==> src/rtl/hpel_pkg.sv <==
`timescale 1ns/1ps
package hpel_pkg;
  // six-tap half-sample kernel geometry
  localparam int unsigned TAPS  = 6;
  localparam int unsigned LEAD  = 2;   // samples before the output position
  localparam int unsigned SHIFT = 10;  // combined scale of both stages

  typedef enum logic {
    ST_IDLE = 1'b0,
    ST_RUN  = 1'b1
  } run_e;
endpackage

==> src/rtl/hpel_tap6.sv <==
`timescale 1ns/1ps
// Symmetric (1,-5,20,20,-5,1) sum built from shifts and adds.
module hpel_tap6 #(
  parameter int unsigned W = 16
) (
  input  logic [6*W-1:0]   taps_i,
  output logic signed [W-1:0] sum_o
);
  logic signed [W-1:0] x0, x1, x2, x3, x4, x5;
  logic signed [W-1:0] outer, mid, inner;

  always_comb begin
    x0 = $signed(taps_i[0*W +: W]);
    x1 = $signed(taps_i[1*W +: W]);
    x2 = $signed(taps_i[2*W +: W]);
    x3 = $signed(taps_i[3*W +: W]);
    x4 = $signed(taps_i[4*W +: W]);
    x5 = $signed(taps_i[5*W +: W]);
    outer = x0 + x5;
    mid   = x1 + x4;
    inner = x2 + x3;
    sum_o = outer - (mid <<< 2) - mid + (inner <<< 4) + (inner <<< 2);
  end
endmodule

==> src/rtl/hpel_hstage.sv <==
`timescale 1ns/1ps
module hpel_hstage #(
  parameter int unsigned PIX_W    = 8,
  parameter int unsigned IMM_W    = 16,
  parameter int unsigned OUT_COLS = 8
) (
  input  logic [(OUT_COLS+hpel_pkg::TAPS-1)*PIX_W-1:0] pix_i,
  output logic [OUT_COLS*IMM_W-1:0]                    imm_o
);
  localparam int unsigned TAPS = hpel_pkg::TAPS;

  for (genvar c = 0; c < OUT_COLS; c++) begin : g_col
    logic [TAPS*IMM_W-1:0] win;
    logic signed [IMM_W-1:0] sum;
    for (genvar k = 0; k < TAPS; k++) begin : g_tap
      assign win[k*IMM_W +: IMM_W] =
        {{(IMM_W-PIX_W){1'b0}}, pix_i[(c+k)*PIX_W +: PIX_W]};
    end
    hpel_tap6 #(.W(IMM_W)) u_tap (.taps_i(win), .sum_o(sum));
    assign imm_o[c*IMM_W +: IMM_W] = sum;
  end
endmodule

==> src/rtl/hpel_rowbuf.sv <==
`timescale 1ns/1ps
// History of intermediate rows; slot 0 holds the newest.
module hpel_rowbuf #(
  parameter int unsigned ROW_W = 128,
  parameter int unsigned DEPTH = 5
) (
  input  logic                   clk,
  input  logic                   shift_en,
  input  logic [ROW_W-1:0]       row_i,
  output logic [DEPTH*ROW_W-1:0] rows_o
);
  logic [ROW_W-1:0] slot_q [DEPTH];

  always_ff @(posedge clk) begin
    if (shift_en) begin
      slot_q[0] <= row_i;
      for (int k = 1; k < DEPTH; k++) slot_q[k] <= slot_q[k-1];
    end
  end

  for (genvar k = 0; k < DEPTH; k++) begin : g_out
    assign rows_o[k*ROW_W +: ROW_W] = slot_q[k];
  end
endmodule

==> src/rtl/hpel_vstage.sv <==
`timescale 1ns/1ps
module hpel_vstage #(
  parameter int unsigned PIX_W    = 8,
  parameter int unsigned IMM_W    = 16,
  parameter int unsigned ACC_W    = 22,
  parameter int unsigned OUT_COLS = 8
) (
  input  logic [(hpel_pkg::TAPS-1)*OUT_COLS*IMM_W-1:0] hist_i,
  input  logic [OUT_COLS*IMM_W-1:0]                    fresh_i,
  output logic [OUT_COLS*PIX_W-1:0]                    pix_o
);
  localparam int unsigned TAPS  = hpel_pkg::TAPS;
  localparam int unsigned SHIFT = hpel_pkg::SHIFT;
  localparam int unsigned ROW_W = OUT_COLS*IMM_W;
  localparam logic signed [ACC_W-1:0] RND     = ACC_W'(1) <<< (SHIFT-1);
  localparam logic signed [ACC_W-1:0] PIX_MAX = ACC_W'((1 << PIX_W) - 1);

  for (genvar c = 0; c < OUT_COLS; c++) begin : g_col
    logic [TAPS*ACC_W-1:0]   win;
    logic signed [ACC_W-1:0] sum, scaled;
    logic [IMM_W-1:0]        oldest_first [TAPS];

    // tap 0 = oldest row (history slot TAPS-2), tap TAPS-1 = fresh row
    for (genvar k = 0; k < TAPS-1; k++) begin : g_hist
      assign oldest_first[k] = hist_i[(TAPS-2-k)*ROW_W + c*IMM_W +: IMM_W];
    end
    assign oldest_first[TAPS-1] = fresh_i[c*IMM_W +: IMM_W];

    for (genvar k = 0; k < TAPS; k++) begin : g_ext
      assign win[k*ACC_W +: ACC_W] =
        {{(ACC_W-IMM_W){oldest_first[k][IMM_W-1]}}, oldest_first[k]};
    end

    hpel_tap6 #(.W(ACC_W)) u_tap (.taps_i(win), .sum_o(sum));

    always_comb begin
      scaled = (sum + RND) >>> SHIFT;
      if (scaled < 0)
        pix_o[c*PIX_W +: PIX_W] = '0;
      else if (scaled > PIX_MAX)
        pix_o[c*PIX_W +: PIX_W] = '1;
      else
        pix_o[c*PIX_W +: PIX_W] = scaled[PIX_W-1:0];
    end
  end
endmodule

==> src/rtl/hpel_center_interp.sv <==
`timescale 1ns/1ps
module hpel_center_interp #(
  parameter int unsigned PIX_W    = 8,
  parameter int unsigned IMM_W    = 16,
  parameter int unsigned ACC_W    = 22,
  parameter int unsigned OUT_COLS = 8,
  parameter int unsigned OUT_ROWS = 8
) (
  input  logic                                        clk,
  input  logic                                        rst_n,
  input  logic                                        start,
  input  logic                                        in_valid,
  output logic                                        in_ready,
  input  logic [(OUT_COLS+hpel_pkg::TAPS-1)*PIX_W-1:0] in_row,
  output logic                                        out_valid,
  input  logic                                        out_ready,
  output logic [OUT_COLS*PIX_W-1:0]                   out_row,
  output logic                                        done
);
  import hpel_pkg::*;

  localparam int unsigned IN_ROWS   = OUT_ROWS + TAPS - 1;
  localparam int unsigned CNT_W     = $clog2(IN_ROWS + 1);
  localparam int unsigned HIST      = TAPS - 1;
  localparam int unsigned ROW_W     = OUT_COLS * IMM_W;
  localparam logic [CNT_W-1:0] FIRST_OUT = CNT_W'(TAPS - 1);
  localparam logic [CNT_W-1:0] LAST_IN   = CNT_W'(IN_ROWS - 1);

  run_e             run_q, run_d;
  logic [CNT_W-1:0] cnt_q, cnt_d;
  logic             ov_q, ov_d, done_q, done_d;
  logic [OUT_COLS*PIX_W-1:0] row_q;
  logic             accept, take, emit;

  logic [ROW_W-1:0]      imm_row;
  logic [HIST*ROW_W-1:0] hist;
  logic [OUT_COLS*PIX_W-1:0] vrow;

  hpel_hstage #(.PIX_W(PIX_W), .IMM_W(IMM_W), .OUT_COLS(OUT_COLS)) u_h (
    .pix_i(in_row), .imm_o(imm_row)
  );

  hpel_rowbuf #(.ROW_W(ROW_W), .DEPTH(HIST)) u_buf (
    .clk(clk), .shift_en(take), .row_i(imm_row), .rows_o(hist)
  );

  hpel_vstage #(.PIX_W(PIX_W), .IMM_W(IMM_W), .ACC_W(ACC_W),
                .OUT_COLS(OUT_COLS)) u_v (
    .hist_i(hist), .fresh_i(imm_row), .pix_o(vrow)
  );

  assign in_ready = (run_q == ST_RUN) && (!ov_q || out_ready);
  assign accept   = in_valid && in_ready;
  assign take     = accept && !start;
  assign emit     = take && (cnt_q >= FIRST_OUT);

  always_comb begin
    run_d  = run_q;
    cnt_d  = cnt_q;
    ov_d   = ov_q;
    done_d = done_q;
    if (start) begin
      run_d  = ST_RUN;
      cnt_d  = '0;
      ov_d   = 1'b0;
      done_d = 1'b0;
    end else begin
      if (take) begin
        cnt_d = cnt_q + 1'b1;
        if (cnt_q == LAST_IN) run_d = ST_IDLE;
      end
      if (emit) begin
        ov_d   = 1'b1;
        done_d = (cnt_q == LAST_IN);
      end else if (out_ready) begin
        ov_d   = 1'b0;
        done_d = 1'b0;
      end
    end
  end

  always_ff @(posedge clk or negedge rst_n) begin
    if (!rst_n) begin
      run_q  <= ST_IDLE;
      cnt_q  <= '0;
      ov_q   <= 1'b0;
      done_q <= 1'b0;
    end else begin
      run_q  <= run_d;
      cnt_q  <= cnt_d;
      ov_q   <= ov_d;
      done_q <= done_d;
    end
  end

  always_ff @(posedge clk) begin
    if (emit) row_q <= vrow;
  end

  assign out_valid = ov_q;
  assign out_row   = row_q;
  assign done      = done_q;
endmodule

==> config.mk <==
export PLATFORM = sky130hd
export DESIGN_NAME = hpel_center_interp
export DESIGN_NICKNAME = d
export VERILOG_FILES = /design/src/rtl/hpel_pkg.sv /design/src/rtl/hpel_tap6.sv /design/src/rtl/hpel_hstage.sv /design/src/rtl/hpel_rowbuf.sv /design/src/rtl/hpel_vstage.sv /design/src/rtl/hpel_center_interp.sv
export SDC_FILE = /design/constraint.sdc
export NUM_CORES = 2
export LEC_CHECK = 0
export CAP_MARGIN = 20
export CORE_MARGIN = 4
export CORE_UTILIZATION = 30
export CTS_CLUSTER_SIZE = 12
export DETAILED_ROUTE_END_ITERATION = 10
export SETUP_SLACK_MARGIN = 0.02
export SLEW_MARGIN = 20
export SYNTH_ARGS = -nofsm -noshare
export SYNTH_HDL_FRONTEND = slang
export SYNTH_SLANG_ARGS = --single-unit
==> constraint.sdc <==
create_clock -name clk -period 27.9 [get_ports clk]
set_input_delay 8.37 -clock clk [delete_from_list [all_inputs] [get_ports clk]]
set_output_delay 8.37 -clock clk [all_outputs]
set_load 0.005 [all_outputs]
Yosys cells after proc, flatten, opt, wreduce, memory -nomap -nowiden
Memory sizes are Yosys's and may differ from the RTL's.
Cells that the tools add are included.
W data, S select, Z words.

word-level totals
  register bits = 71
  latch bits = 0
  memory bits (writable) = 640
  memory bits (read-only) = 0
  input bits = 109
  logic and storage cells = 183
  memories = 1

operators by class
  $add $sub $neg = 121
  multipliers = 0
  divide/modulo/power cells = 0
  magnitude comparators = 17
  equal/unequal tests = 1
  shift operators = 0
  multiplexer cells = 20
  bitwise gates (word level) = 0
  reduce and logical (&&, ||, !) cells = 11

memory list
  memory        depth  bits a word  read ports  clocked after Yosys merged registers in  write ports  RTL line           RTL
  u_buf.slot_q  5      128          5           0                                        5            hpel_rowbuf.sv:12  logic [ROW_W-1:0] slot_q [DEPTH];

operators by type and width
  cell                      count
  $add A16 B16 Y17          24
  $add A8 B8 Y9             24
  $add A21 B21 Y22          8
  $add A22 B11 Y22 const B  8
  $add A22 B19 Y22          8
  $sub A20 B17 Y21          8
  $sub A17 B19 Y20          8
  $add A16 B12 Y16          8
  $add A16 B14 Y16          8
  $sub A16 B10 Y16          8
  $sub A16 B12 Y16          8
  $gt A12 B9 Y1 const B     8
  $lt A12 B1 Y1 const B     8
  $mux W8                   8
  $mux W1                   10
  $mux W4                   2
  $add A4 B1 Y4 const B     1
  $eq A4 B4 Y1 const B      1
  $ge A4 B3 Y1 const B      1
  $logic_and A1 B1 Y1       4
  $reduce_bool A2 Y1        2
  $reduce_bool A3 Y1        1
  $logic_not A1 Y1          2
  $reduce_and A2 Y1         1
  $logic_or A1 B1 Y1        1

Depth between registers and ports, before layout
  depth after elaboration = 13
  mapped depth = 38

By module
A second synthesis with hierarchy kept.

unflattened totals
  cells, all modules = 8715
  area total of the unflattened synthesis = 87905.6 µm²

modules (own cells, without submodules)
  module                              instances  cells each  area an instance (µm²)  seq. area each (µm²)
  hpel_tap6 (u_h.g_col[0].u_tap ...)  8          380         3209.3                  0.0
  hpel_rowbuf                         1          640         19218.4                 19218.4
  hpel_tap6 (u_v.g_col[2].u_tap ...)  3          571         4737.0                  0.0
  hpel_tap6 (u_v.g_col[5].u_tap ...)  2          558         4707.0                  0.0
  hpel_tap6 (u_v.g_col[0].u_tap)      1          605         4936.0                  0.0
  hpel_tap6 (u_v.g_col[7].u_tap)      1          580         4840.9                  0.0
  hpel_tap6 (u_v.g_col[1].u_tap)      1          562         4828.4                  0.0
  hpel_vstage                         1          349         2436.1                  0.0
  hpel_center_interp                  1          109         2342.2                  2097.0
  hpel_hstage                         1          1           3.8                     0.0

Worst setup path before layout
Ideal clock, no wire load.

  path type = input to register
  start = input port out_ready
  end = memory u_buf.slot_q[0][0] (enable)
  arrival = 35342 ps
  path slack = -9106 ps
  stages on the path = 4
  buffers on the path = 0
  cell sequence = inv_1 -> a21boi_0 -> nand2_1 -> nor2_1

RTL lines
  element      RTL line                  RTL
  from (decl)  hpel_center_interp.sv:16  input logic out_ready,
  to (decl)    hpel_rowbuf.sv:12

Final worst setup path
  start = input port in_row[32] (netlist bit)
  end = register row_q[29] (netlist: out_row[29]), data pin

between the ends
  cells in the longest elaborated chain, start to end = 13

ends and longest elaborated chain
  element               RTL line                  RTL
  from (decl)           hpel_center_interp.sv:14  input logic [(OUT_COLS+hpel_pkg::TAPS-1)*PIX_W-1:0] in_row,
  $add A8 B8 Y9 (*)     hpel_tap6.sv:20           mid = x1 + x4;
  $sub A16 B12 Y16      hpel_tap6.sv:22           sum_o = outer - (mid <<< 2) - mid + (inner <<< 4) + (inner <<< 2);
  $sub A16 B10 Y16 (*)  hpel_tap6.sv:22
  $add A16 B14 Y16 (*)  hpel_tap6.sv:22
  $add A16 B12 Y16 (*)  hpel_tap6.sv:22
  $add A16 B16 Y17 (*)  hpel_tap6.sv:19           outer = x0 + x5;
  $sub A17 B19 Y20 (*)  hpel_tap6.sv:22
  $sub A20 B17 Y21 (*)  hpel_tap6.sv:22
  $add A21 B21 Y22 (*)  hpel_tap6.sv:22
  $add A22 B19 Y22 (*)  hpel_tap6.sv:22
  $add A22 B11 Y22 (*)  hpel_vstage.sv:37         scaled = (sum + RND) >>> SHIFT;
  $gt A12 B9 Y1         hpel_vstage.sv:40         else if (scaled > PIX_MAX)
  $mux W8               hpel_vstage.sv:40
  to (signal assigned)  hpel_center_interp.sv:97  if (emit) row_q <= vrow;
  to (decl)             hpel_center_interp.sv:32  logic [OUT_COLS*PIX_W-1:0] row_q;

Every way passes the cells marked *; elsewhere a longest branch is shown, timed or not.
A chain may end at the register's enable or synchronous reset.

==> impl_metrics.csv <==
group,metric,value,unit
run_status,status,"finished clean",
floorplanning,die_h,489,um
clock_network,clk_pin_slew_worst_paths,0.06,ns
synthesis,postSynthCellCount,6109,
synthesis,synth_area_leaders,"edfxtp_1 (30%), fa_1 (22%), ha_1 (17%)",
clock_network,cts_hold_buf,0,
sta,tns,0,ns
routing,met3RoutedLength,5.03,mm
sta,fin_crit_sh,65.0,%
clock_network,cts_tree,"done",
worst_setup_path,slowest_delay,0.72,ns
worst_setup_path,cp-end-kind,"register",
floorplanning,rows,176,
synthesis,synth_cell_types,87,
finish,syn2layout_area_growth,12.4,%
routing,route.top_layer_used,"met4",
synthesis,seq_area_frac_synth,30.7,%
finish,layout_commonest_cell,"inv_1",
flow_run,maxCapViolations,0,
sta,period_needed,18.13,ns
clock_network,cts.sinks,711,
finish,layout-drive-gt1-share,3.43,%
synthesis,synthesis.nets,7952,
finish,layout_common_cells,"inv_1 (1231), ha_1 (960), fa_1 (774), edfxtp_1 (704), a21oi_1 (381)",
global_routing,antenna_found_initial,2,
routing,routed_wl,158,mm
placement,portBuffers,175,
worst_setup_path,crit_top_cell,"fa_1",
placement,place_congestion,0.894,
finish,nets,8251,
routing,drtIter0Drc,2283,
placement,hpwlAfterDp,130,mm
clock_network,cts.repair.resized,0,
worst_setup_path,required,28.46,ns
worst_setup_path,start_kind,"input pin",
worst_setup_path,slowest_stage,"a2111oi_0",
floorplanning,start_util,30.2,%
worst_setup_path,path_max_fanout,8,
clock_network,clockBufferDepth,3,
synthesis,synth_seq_cells,711,
synthesis,syn_area_per_cell,11.4,um2
floorplanning,die-area,239000,um2
synthesis,async_flop_share,0.985,%
routing,route.vias.total,43900,
clock_network,postCtsSetupRepairBufs,0,
global_routing,first_global_vias,46500,
sta,finClkSkew,0.0330,ns
sta,setup_viol,0,
min_path,hold_path.class,"reg2reg",
worst_setup_path,path_class,"in2reg",
global_routing,grt_max_degree,162,
clock_network,cts_htree_levels,3,
routing,drc,0,
synthesis,synth_top_area_cell,"edfxtp_1",
worst_setup_path,critPathArrivalTime,18.69,ns
worst_setup_path,crit_family,"adder cells",
sta,worst_pin_slew,1.01,ns
synthesis,synth_ff_type,"edfxtp_1",
floorplanning,die_x,489,um
routing,wl_per_cell,16.6,um
sta,slew_viol_final,0,
sta,fmax,55.1,MHz
clock_network,cts_made_buffers,88,
synthesis,syn-cell-area,69400,um2
routing,drtAntennaViolNets,0,
routing,drt_pre_antenna_iters,6,
global_routing,grt_util_all_layers,13.4,%
clock_network,clk-insertion-delay-late,0.71,ns
routing,viasPerCell,4.61,
synthesis,yosysTopAreaCellShare,30.4,%
global_routing,grt_pass1_wl,254,mm
finish,n_fill_cell,22600,
global_routing,overflow,0,
routing,routed-wl-met2,75.4,mm
floorplanning,core_area,230000,um2
sta,hold_viol_final,0,
sta,relSlewSlack,32.7,%
floorplanning,pin_count,176,
synthesis,ys_warn_count,0,
worst_setup_path,path_buf_inv,5,
routing,drt-met1-wl,70.4,mm
sta,rsz0062_at_grt,"false",
synthesis,synth_edf_count,704,
clock_network,cts_root_buffer,"clkbuf_16",
-- kinds of logic after synthesis --
| family | Yosys count | synth area share (%) |
|---|---|---|
| adders and majority gates | 1734 | 39.6 |
| buffers and inverters | 1235 | 6.69 |
| AOI/OAI and AO/OA | 1103 | 10.5 |
| and+or+nand+nor | 782 | 5.49 |
| DFF | 711 | 30.7 |
| xor gates and xnor gates | 537 | 6.86 |
| muxes | 7 | 0.108 |
-- worst paths after layout --
path                                                     start  depth (start not counted)  slack, ns                             end
worst max-delay path                                in_row[32]                         37       9.77       out_row[29]$_SDFFCE_PN0P_
worst min-delay path            u_buf.slot_q[0][458]$_DFFE_PP_                          0       0.43  u_buf.slot_q[0][586]$_DFFE_PP_
worst max register to register  u_buf.slot_q[0][160]$_DFFE_PP_                         23      20.33       out_row[22]$_SDFFCE_PN0P_
worst min register to register  u_buf.slot_q[0][458]$_DFFE_PP_                          0       0.43  u_buf.slot_q[0][586]$_DFFE_PP_
max in group asynchronous                                rst_n                          1      19.71            cnt_q[2]$_DFFE_PN0P_
min in group asynchronous                                rst_n                          1       7.94                done$_DFFE_PN0P_
-- worst register-to-register path: cells and delay by family, from the launching register on --
kind	cells	cell delay (ns)
AOI/OAI and AO/OA	10	2.56
xor gates and xnor gates	2	0.94
adders and majority gates	7	2.77
buffers and inverters	1	0.05
DFF	1	0.40
muxes	1	0.23
and+or+nand+nor	2	0.48
-- cell type report --
type | instances | area (um2) | share of cell area (%)
antenna | 1 | 2.50 | 0.00321
clock buffer | 106 | 2310 | 2.96
timing repair buffer | 213 | 2060 | 2.64
multi-input combinational | 4163 | 43500 | 55.7
sequential | 711 | 21300 | 27.3
inverter | 1231 | 4620 | 5.92
clock inverter | 55 | 462 | 0.592
tap | 3026 | 3790 | 4.85
-- per-stage QoR --
step / util (%) / hold slack [ns] / worst slack (ns) / cell area [um2] / std cells
after CTS: 33.9 / 0.412 / 9.80 / 78000 / 9505
final: 33.9 / 0.426 / 9.77 / 78100 / 9506
after floorplan: - / 0.431 / 1.79 / 69400 / 6109
after global routing: 33.9 / 0.437 / 9.09 / 78100 / 9506
after global placement: 32.7 / 0.435 / 9.31 / 75300 / 9344
after detailed placement: 32.7 / 0.441 / 9.14 / 75300 / 9344
-- synth_stat cells, types with 5 or more instances --
master,count
nand2b_1,38
o211a_1,6
fa_1,774
a31o_2,12
a2111oi_0,9
nand4_1,18
nand3_1,63
xnor2_1,359
o21a_1,84
a211o_1,20
a211oi_1,37
o21ai_1,19
o211ai_1,13
a21o_1,129
a31oi_1,25
a221o_1,5
o41ai_1,11
edfxtp_1,704
inv_1,1231
o31ai_1,20
or3_1,26
o31a_1,19
o21bai_1,151
nand2_1,154
nor2b_1,44
o21ai_0,101
or2_2,14
nor2_1,235
ha_1,960
and2_1,26
nor4_1,10
dfrtp_1,7
and3_1,34
nand4b_1,8
nor3_1,88
xor2_1,173
a41oi_1,17
and4b_1,8
a21oi_1,381
-- state kept, by name (all words and copies together) (netlist names) --
signal	cells
u_buf.slot_q	640
out_row	64
cnt_q	4
done	1
out_valid	1
run_q	1
-- metal layers --
metal	vias up	GRT usage (%)
met2	737	22.6
met4	0	5.69
met1	21500	17.4
li1	21300	-
met3	277	1.48
met5	-	0
Power is not shown: default switching activity piles up to over one toggle a cycle in this logic, so the estimate is an artifact.
